## config.mk

```make
export PLATFORM = sky130hd
export DESIGN_NAME = bank_map_decoder
export DESIGN_NICKNAME = d
export VERILOG_FILES = /design/src/rtl/bank_map_pkg.sv /design/src/rtl/bus_cycle_fsm.sv /design/src/rtl/cfg_store.sv /design/src/rtl/addr_decode.sv /design/src/rtl/bank_map_decoder.sv
export SDC_FILE = /design/constraint.sdc
export NUM_CORES = 1
export LEC_CHECK = 0
export CAP_MARGIN = 20
export CELL_PAD_IN_SITES_DETAIL_PLACEMENT = 1
export CELL_PAD_IN_SITES_GLOBAL_PLACEMENT = 1
export CORE_AREA = 2 2 39 41
export DETAILED_ROUTE_END_ITERATION = 10
export DIE_AREA = 0 0 41 43
export DONT_BUFFER_PORTS = 1
export HOLD_SLACK_MARGIN = 0.08
export PLACE_DENSITY_LB_ADDON = 0.1
export SYNTH_ARGS = -nofsm -noshare
export SYNTH_HDL_FRONTEND = slang
export SYNTH_SLANG_ARGS = --single-unit
```

## constraint.sdc

```tcl
create_clock -name clk -period 3.9 [get_ports clk]
set_input_delay 0.78 -clock clk [delete_from_list [all_inputs] [get_ports clk]]
set_output_delay 0.78 -clock clk [all_outputs]
set_load 0.005 [all_outputs]
```

## src/rtl/bank_map_pkg.sv

```systemverilog
package bank_map_pkg;

    localparam int CFG_W = 3;

    typedef struct packed {
        logic color_show;
        logic attr_bank;
        logic rom_ext;
    } cfg_t;

    typedef enum logic [1:0] {
        ST_IDLE   = 2'd0,
        ST_MEM    = 2'd1,
        ST_CFG_RD = 2'd2,
        ST_CFG_WR = 2'd3
    } cyc_state_t;

    localparam cfg_t CFG_RESET = '{color_show: 1'b0, attr_bank: 1'b0, rom_ext: 1'b1};

endpackage

```

## src/rtl/bus_cycle_fsm.sv

```systemverilog
module bus_cycle_fsm
    import bank_map_pkg::*;
(
    input  logic clk,
    input  logic rst_n,
    input  logic mem_cyc,
    input  logic port_rd,
    input  logic port_wr,
    output logic capture,
    output logic commit
);

    cyc_state_t state, next_state;

    always_comb begin
        next_state = ST_IDLE;
        unique case (state)
            ST_IDLE, ST_MEM, ST_CFG_RD, ST_CFG_WR: begin
                if (port_wr)      next_state = ST_CFG_WR;
                else if (port_rd) next_state = ST_CFG_RD;
                else if (mem_cyc) next_state = ST_MEM;
                else              next_state = ST_IDLE;
            end
            default: next_state = ST_IDLE;
        endcase
    end

    always_ff @(posedge clk or negedge rst_n) begin
        if (!rst_n) state <= ST_IDLE;
        else        state <= next_state;
    end

    always_comb begin
        capture = (next_state == ST_CFG_WR);
        commit  = (state == ST_CFG_WR) && (next_state != ST_CFG_WR);
    end

endmodule

```

## src/rtl/cfg_store.sv

```systemverilog
module cfg_store
    import bank_map_pkg::*;
#(
    parameter int DATA_W = 8
) (
    input  logic              clk,
    input  logic              rst_n,
    input  logic              capture,
    input  logic              commit,
    input  logic [DATA_W-1:0] din,
    output cfg_t              cfg
);

    cfg_t pending;

    always_ff @(posedge clk or negedge rst_n) begin
        if (!rst_n) begin
            pending <= CFG_RESET;
            cfg     <= CFG_RESET;
        end else begin
            if (commit)  cfg     <= pending;
            if (capture) pending <= cfg_t'(din[CFG_W-1:0]);
        end
    end

endmodule

```

## src/rtl/addr_decode.sv

```systemverilog
module addr_decode
    import bank_map_pkg::*;
#(
    parameter int ADDR_W     = 16,
    parameter int ROM_BYTES  = 14336,
    parameter int KBD_BYTES  = 1024,
    parameter int KBD_COPY   = 256,
    parameter int RAM_BASE   = 16384,
    parameter int ATTR_BYTES = 1024
) (
    input  logic [ADDR_W-1:0] addr,
    input  logic              mem_cyc,
    input  logic              is_wr,
    input  cfg_t              cfg,
    output logic              sel_rom,
    output logic              sel_kbd,
    output logic              sel_sysram,
    output logic              sel_attr,
    output logic              hole_rd
);

    localparam logic [ADDR_W:0] KBD_LO   = (ADDR_W+1)'(ROM_BYTES);
    localparam logic [ADDR_W:0] KBD_HI   = (ADDR_W+1)'(ROM_BYTES + KBD_BYTES);
    localparam logic [ADDR_W:0] EXT_LO   = (ADDR_W+1)'(ROM_BYTES + KBD_BYTES - KBD_COPY);
    localparam logic [ADDR_W:0] RAM_LO   = (ADDR_W+1)'(RAM_BASE);
    localparam logic [ADDR_W:0] ATTR_LO  = (ADDR_W+1)'((1 << ADDR_W) - ATTR_BYTES);

    logic [ADDR_W:0] a;
    logic in_rom, in_kbd, in_ext, in_ram, in_attr, in_hole;

    always_comb begin
        a       = {1'b0, addr};
        in_rom  = a < KBD_LO;
        in_kbd  = (a >= KBD_LO) && (a < KBD_HI);
        in_ext  = in_kbd && (a >= EXT_LO) && cfg.rom_ext;
        in_ram  = a >= RAM_LO;
        in_attr = (a >= ATTR_LO) && cfg.attr_bank;
        in_hole = (a >= KBD_HI) && (a < RAM_LO);

        sel_rom    = mem_cyc && !is_wr && (in_rom || in_ext);
        sel_kbd    = mem_cyc && in_kbd && !in_ext;
        sel_attr   = mem_cyc && in_attr;
        sel_sysram = mem_cyc && in_ram && !in_attr;
        hole_rd    = mem_cyc && !is_wr && in_hole;
    end

endmodule

```

## src/rtl/bank_map_decoder.sv

```systemverilog
module bank_map_decoder
    import bank_map_pkg::*;
#(
    parameter int          ADDR_W     = 16,
    parameter int          DATA_W     = 8,
    parameter int          ROM_BYTES  = 14336,
    parameter int          KBD_BYTES  = 1024,
    parameter int          KBD_COPY   = 256,
    parameter int          RAM_BASE   = 16384,
    parameter int          ATTR_BYTES = 1024,
    parameter logic [7:0]  CFG_PORT   = 8'hC4
) (
    input  logic              clk,
    input  logic              rst_n,
    input  logic [ADDR_W-1:0] addr,
    input  logic              mem_req,
    input  logic              io_req,
    input  logic              rd_en,
    input  logic              wr_en,
    input  logic [DATA_W-1:0] wdata,
    input  logic [DATA_W-1:0] dip_sw,
    output logic              sel_rom,
    output logic              sel_kbd,
    output logic              sel_sysram,
    output logic              sel_attr,
    output logic [DATA_W-1:0] rdata,
    output logic              rdata_oe,
    output logic              color_show
);

    logic mem_cyc, is_wr, port_hit, port_rd, port_wr;
    logic capture, commit, hole_rd;
    cfg_t cfg;

    always_comb begin
        is_wr    = wr_en;
        mem_cyc  = mem_req && !io_req && (rd_en || wr_en);
        port_hit = io_req && !mem_req && (addr[7:0] == CFG_PORT);
        port_rd  = port_hit && rd_en && !wr_en;
        port_wr  = port_hit && wr_en;
    end

    bus_cycle_fsm u_fsm (
        .clk     (clk),
        .rst_n   (rst_n),
        .mem_cyc (mem_cyc),
        .port_rd (port_rd),
        .port_wr (port_wr),
        .capture (capture),
        .commit  (commit)
    );

    cfg_store #(.DATA_W(DATA_W)) u_cfg (
        .clk     (clk),
        .rst_n   (rst_n),
        .capture (capture),
        .commit  (commit),
        .din     (wdata),
        .cfg     (cfg)
    );

    addr_decode #(
        .ADDR_W     (ADDR_W),
        .ROM_BYTES  (ROM_BYTES),
        .KBD_BYTES  (KBD_BYTES),
        .KBD_COPY   (KBD_COPY),
        .RAM_BASE   (RAM_BASE),
        .ATTR_BYTES (ATTR_BYTES)
    ) u_dec (
        .addr       (addr),
        .mem_cyc    (mem_cyc),
        .is_wr      (is_wr),
        .cfg        (cfg),
        .sel_rom    (sel_rom),
        .sel_kbd    (sel_kbd),
        .sel_sysram (sel_sysram),
        .sel_attr   (sel_attr),
        .hole_rd    (hole_rd)
    );

    always_comb begin
        rdata_oe   = port_rd || hole_rd;
        rdata      = port_rd ? dip_sw : {DATA_W{1'b1}};
        color_show = cfg.color_show;
    end

endmodule

```

Word level (Yosys, flattened, before mapping)
Cells that the tools add are included.
- equality and inequality tests: 6
- order comparisons: 8
- reduce and logical (&&, ||, !) cells: 31
- bitwise operators: 0
- mux-type cells: 5
- shift operators: 0
- div/mod/pow operators: 0
- add/subtract/negate cells: 0
- multiply operators: 0
- operators with widths (operator ; number):
    >= comparator 16 x 14 -> 1 bit (second input constant) ; 3
    < comparator 16 x 14 -> 1 bit (second input constant) ; 2
    logical AND 1 bit ; 21
    >= comparator 16 x 15 -> 1 bit (second input constant) ; 1
    >= comparator 16 bit (second input constant) ; 1
    < comparator 16 x 15 -> 1 bit (second input constant) ; 1
    equality test 8 bit (second input constant) ; 1
    2-to-1 mux 8 bit ; 1
    equality test 2 bit (second input constant) ; 3
    2-to-1 mux 2 bit ; 3
    zero test 1 bit ; 5
    OR reduction 4 bit ; 1
    logical OR 1 bit ; 3
    equality test 2 x 1 -> 1 bit (second input constant) ; 1
    zero test 2 bit ; 1
    inequality test 2 bit (second input constant) ; 1
    2-to-1 mux 1 bit ; 1
- input port bits: 38
- output and inout bits: 14
- bits in writable memories: 0
- memories kept: 0
- bits in latches: 0
- bits in registers: 8
- bits in read-only memories: 0
- word-level logic and storage cells: 57

Logic depth before layout (Yosys ltp)
- word-level depth: 10
- depth in mapped cells: 3

By module
Synthesis repeated with hierarchy kept, for this count alone.
- cells, all modules: 50
- area total of the unflattened synthesis: 529.3 sq um
- modules (own cells, without submodules) (module ; cells each ; seq. area each (sq um) ; area each (sq um) ; times used):
    cfg_store ; 12 ; 152.6 ; 220.2 ; 1
    bank_map_decoder ; 18 ; 0.0 ; 143.9 ; 1
    addr_decode ; 12 ; 0.0 ; 85.1 ; 1
    bus_cycle_fsm ; 8 ; 50.0 ; 80.1 ; 1

Worst setup path after synthesis
No wires, ideal clock.
- kind: in2out
- start: in addr[1]
- end: out rdata[0]
- data arrival time: 1.628 ns
- path buffers: 0
- cell stages on the path: 3
- slack: 1.492 ns
- cells stage by stage: nor4_4 -> nand4_1 -> or2_2
- longest elaborated chain between the ends: 5
- ends and longest elaborated chain (item ; RTL line ; source):
    from (decl) ; bank_map_decoder.sv:15 ; input logic [ADDR_W-1:0] addr,
    equality test 8 bit ; bank_map_decoder.sv:38 ; port_hit = io_req && !mem_req && (addr[7:0] == CFG_PORT);
    logical AND 1 bit ; bank_map_decoder.sv:38 ;
    logical AND 1 bit (2 in series) ; bank_map_decoder.sv:39 ; port_rd = port_hit && rd_en && !wr_en;
    2-to-1 mux 8 bit ; bank_map_decoder.sv:83 ; rdata = port_rd ? dip_sw : {DATA_W{1'b1}};
    to (decl) ; bank_map_decoder.sv:26 ; output logic [DATA_W-1:0] rdata,
Every way passes these cells.

Worst setup path after layout
- start: in addr[1]
- end: out rdata[1]
Same word-level chain as after synthesis.

==> qor.txt <==
H-tree depth = 1
Rows = 14
Synth warn = 0
Fin Setup TNS = 0 ns
Post-synth top cells = 8 x or2_2, 6 x dfrtp_1, 6 x mux2_2
Worst rel slew slack = 0.723
Post-synth top area share = 0.309
Async set-or-reset flop fraction in the synthesized netlist = 1.00
Sequential Power Share = 0.542
Fillers = 162
Worst-Margin Slew = 0.412 ns
Combinational fraction of design power = 0.047
# Max-Cap Violations = 0
Worst-path clk slew = 0.05 ns
CP Class = primary input to output pin
Via count = 397
Leakage = 0.201 nW
Clk buf depth = 2
Register area share after synthesis = 0.418
Register area = 203 um2
Clk sinks = 8
Final #Nets = 89
Synth unique cells = 19
Most frequent cell after synthesis = or2_2
Fin crit period = 2.52 ns
Synth Register Bits = 8
Final Max Tran Viols = 0
Adder-Cell Fraction of Synth Area = 0
CP arrival = 1.74 ns
Drt via density = 6.02
Levels on crit path = 3
Sw frac = 0.188
DRT iter0 DRCs = 4
CP peak stage delay = 0.37 ns
Worst skew pair latency = 0.25 ns
RSZ-0062 raised after global routing = no
Final worst-path cycle share = 0.647
Delay-heaviest family, CP = simple AND/OR/NAND/NOR gates
Bufs and invs on worst path = 0
GP Congestion = 0.600
Inst Count DP = 62
P_int = 0.127 mW
CORE AREA = 1380 um2
Maximum vdd drop = 197 uV
Post-synth EDFFs = 0
Die H = 43 um
Avg Inst Size Synth = 10.6 um2
Net switching power = 0.0295 mW
Synth area leaders = dfrtp_1 31%, mux2_2 14%, dfstp_2 11%, or2_2 10%, nor4_4 4.4%
Syn_nets = 84
CTS Root Buffer Type = clkbuf_4
First-pass GRT wire length = 1660 um
Setup crit end kind = output pin
CP max stage cell = or2_2
Power per cell area = 294 nW/um2
Synthesized instance count = 46
Most common flop cell mapped by yosys = dfrtp_1
Hold_buf cts = 0
Die ar. = 1760 um2
CTS tree = yes
Finished Core Util = 0.384
Post-synthesis xor/xnor area fraction = 0
Die W = 41 um
CTS resizes = 0
Min-delay worst type = primary input to asynchronous set/reset pin
Ant diodes = 0
Synthesis-to-finish area growth = 9.54%
Final Cell Area = 532 um2
Io pins = 52
Post-synthesis simple-gate area fraction = 0.369
Cell Area, Placed = 505 um2
CP startpoint kind = primary input
Synthesized area = 485 um2
Post-DRT Antenna Nets = 0
Initial cell density of the core = 0.351
TritonCTS buffer count = 3
FMAX = 397 MHz
Critical Path Fanout Max = 9
Largest net degree at the start of global routing = 10
DR DRC count = 0
Initial antenna violation count = 0
Final wirelength = 1110 um
Post-synthesis compound-gate area fraction = 0.0747
IO buf count = 0
Setup violators final = 0
Share of layout cells above drive strength 1 = 0.420
Status = complete, no violations
Total gr overflow = 0
Cell Chain, Critical Path = nor4_4, nand4_1, or2_2
Reg2Reg Depth = 3
Gr usage total = 0.139
DR WL/cell = 16.7 um
Clock power share = 0.412
Tot Pwr = 0.156 mW
Drt pass-1 iters = 2
Post-CTS setup buffers = 0
Vias in the first global route = 442
Hold Vio Cnt, Final = 0
Largest family of logic cells by synthesized area = simple AND/OR/NAND/NOR gates
Critical Path RT = 3.12 ns
Final Non-Filler Cells = 66
Synth area leader = dfrtp_1
Multi-input logic area = 283 um2
Clock Skew = 0.00939 ns
Mux contribution to synthesized area = 0.139
-- power by group through the flow --
stage | Combinational, mW | Clock [mW] | Sequential [mW]
final | 0.00731 | 0.0644 | 0.0847
after global routing | 0.00819 | 0.0724 | 0.0847
after CTS | 0.00742 | 0.0678 | 0.0847
after detailed placement | 0.00740 | 0 | 0.0860
after global placement | 0.00713 | 0 | 0.0859
after floorplan | 0.00629 | 0 | 0.0859
-- area by class of cell --
type	instances	share of cell area
flip-flops and latches	8	0.381
clock buffers	4	0.0494
well taps	16	0.0376
multi-input cells	38	0.532
-- metal layers --
layer / track usage / up-vias / wire length (um)
met1: 0.114 / 181 / 308
met2: 0.269 / 31 / 653
met3: 0.0419 / 2 / 128
li1: - / 183 / -
met5: 0 / - / 0
met4: 0.0600 / 0 / 14
-- worst paths after layout --
path | start | endpoint | slack (ns)
max | addr[1] | rdata[1] | 1.38
min | rst_n | u_cfg.cfg[2]$_DFFE_PN0P_ | 0.22
max reg2reg | u_fsm.state[1]$_DFF_PN0_ | u_cfg.cfg[1]$_DFFE_PN0P_ | 2.69
min reg2reg | u_cfg.pending[1]$_DFFE_PN0N_ | u_cfg.cfg[1]$_DFFE_PN0P_ | 0.50
max in group asynchronous | rst_n | u_cfg.pending[0]$_DFFE_PN1N_ | 3.50
min in group clk | u_cfg.pending[1]$_DFFE_PN0N_ | u_cfg.cfg[1]$_DFFE_PN0P_ | 0.50
-- logic make-up (layout without fill, tap and decap cells) --
group | Yosys count | after routing
flip-flops | 8 | 8
buffers and inverters | 0 | 4
multiplexers | 6 | 6
AO/OA/AOI/OAI | 5 | 5
AND/OR/NAND/NOR | 27 | 27
-- cell usage in the layout, fill, tap and decap left out --
master	instances
and4bb_2	1
dfstp_2	2
nor3_1	2
clkbuf_4	3
and2_0	1
nor4bb_1	1
mux2_2	6
clkbuf_1	1
nand4_1	3
o2111a_1	1
a41oi_1	1
nor4_4	1
nand2_1	2
dfrtp_1	6
nor2b_1	2
nor2_1	2
nor3b_1	1
nand3_1	3
o21ai_0	2
or2_2	8
a31oi_1	1
-- worst reg2reg max path, cell delays in order, from the launching register on --
cell and delay [ns]:
dfrtp_1 0.33, nand2_1 0.05, a41oi_1 0.33, mux2_2 0.38
-- state kept, by name (all words and copies together), names as in the netlist --
name / cells
u_fsm.state: 2
u_cfg.cfg: 3
u_cfg.pending: 3
-- through the flow --
stage	setup slack (ns)	hold WS, ns
finish	1.38	0.219
global route	1.23	0.200
CTS	1.36	0.210
detailed placement	1.36	0.485
global placement	1.39	0.482
floorplan	1.49	0.474
(Power assumes the default switching activity.)
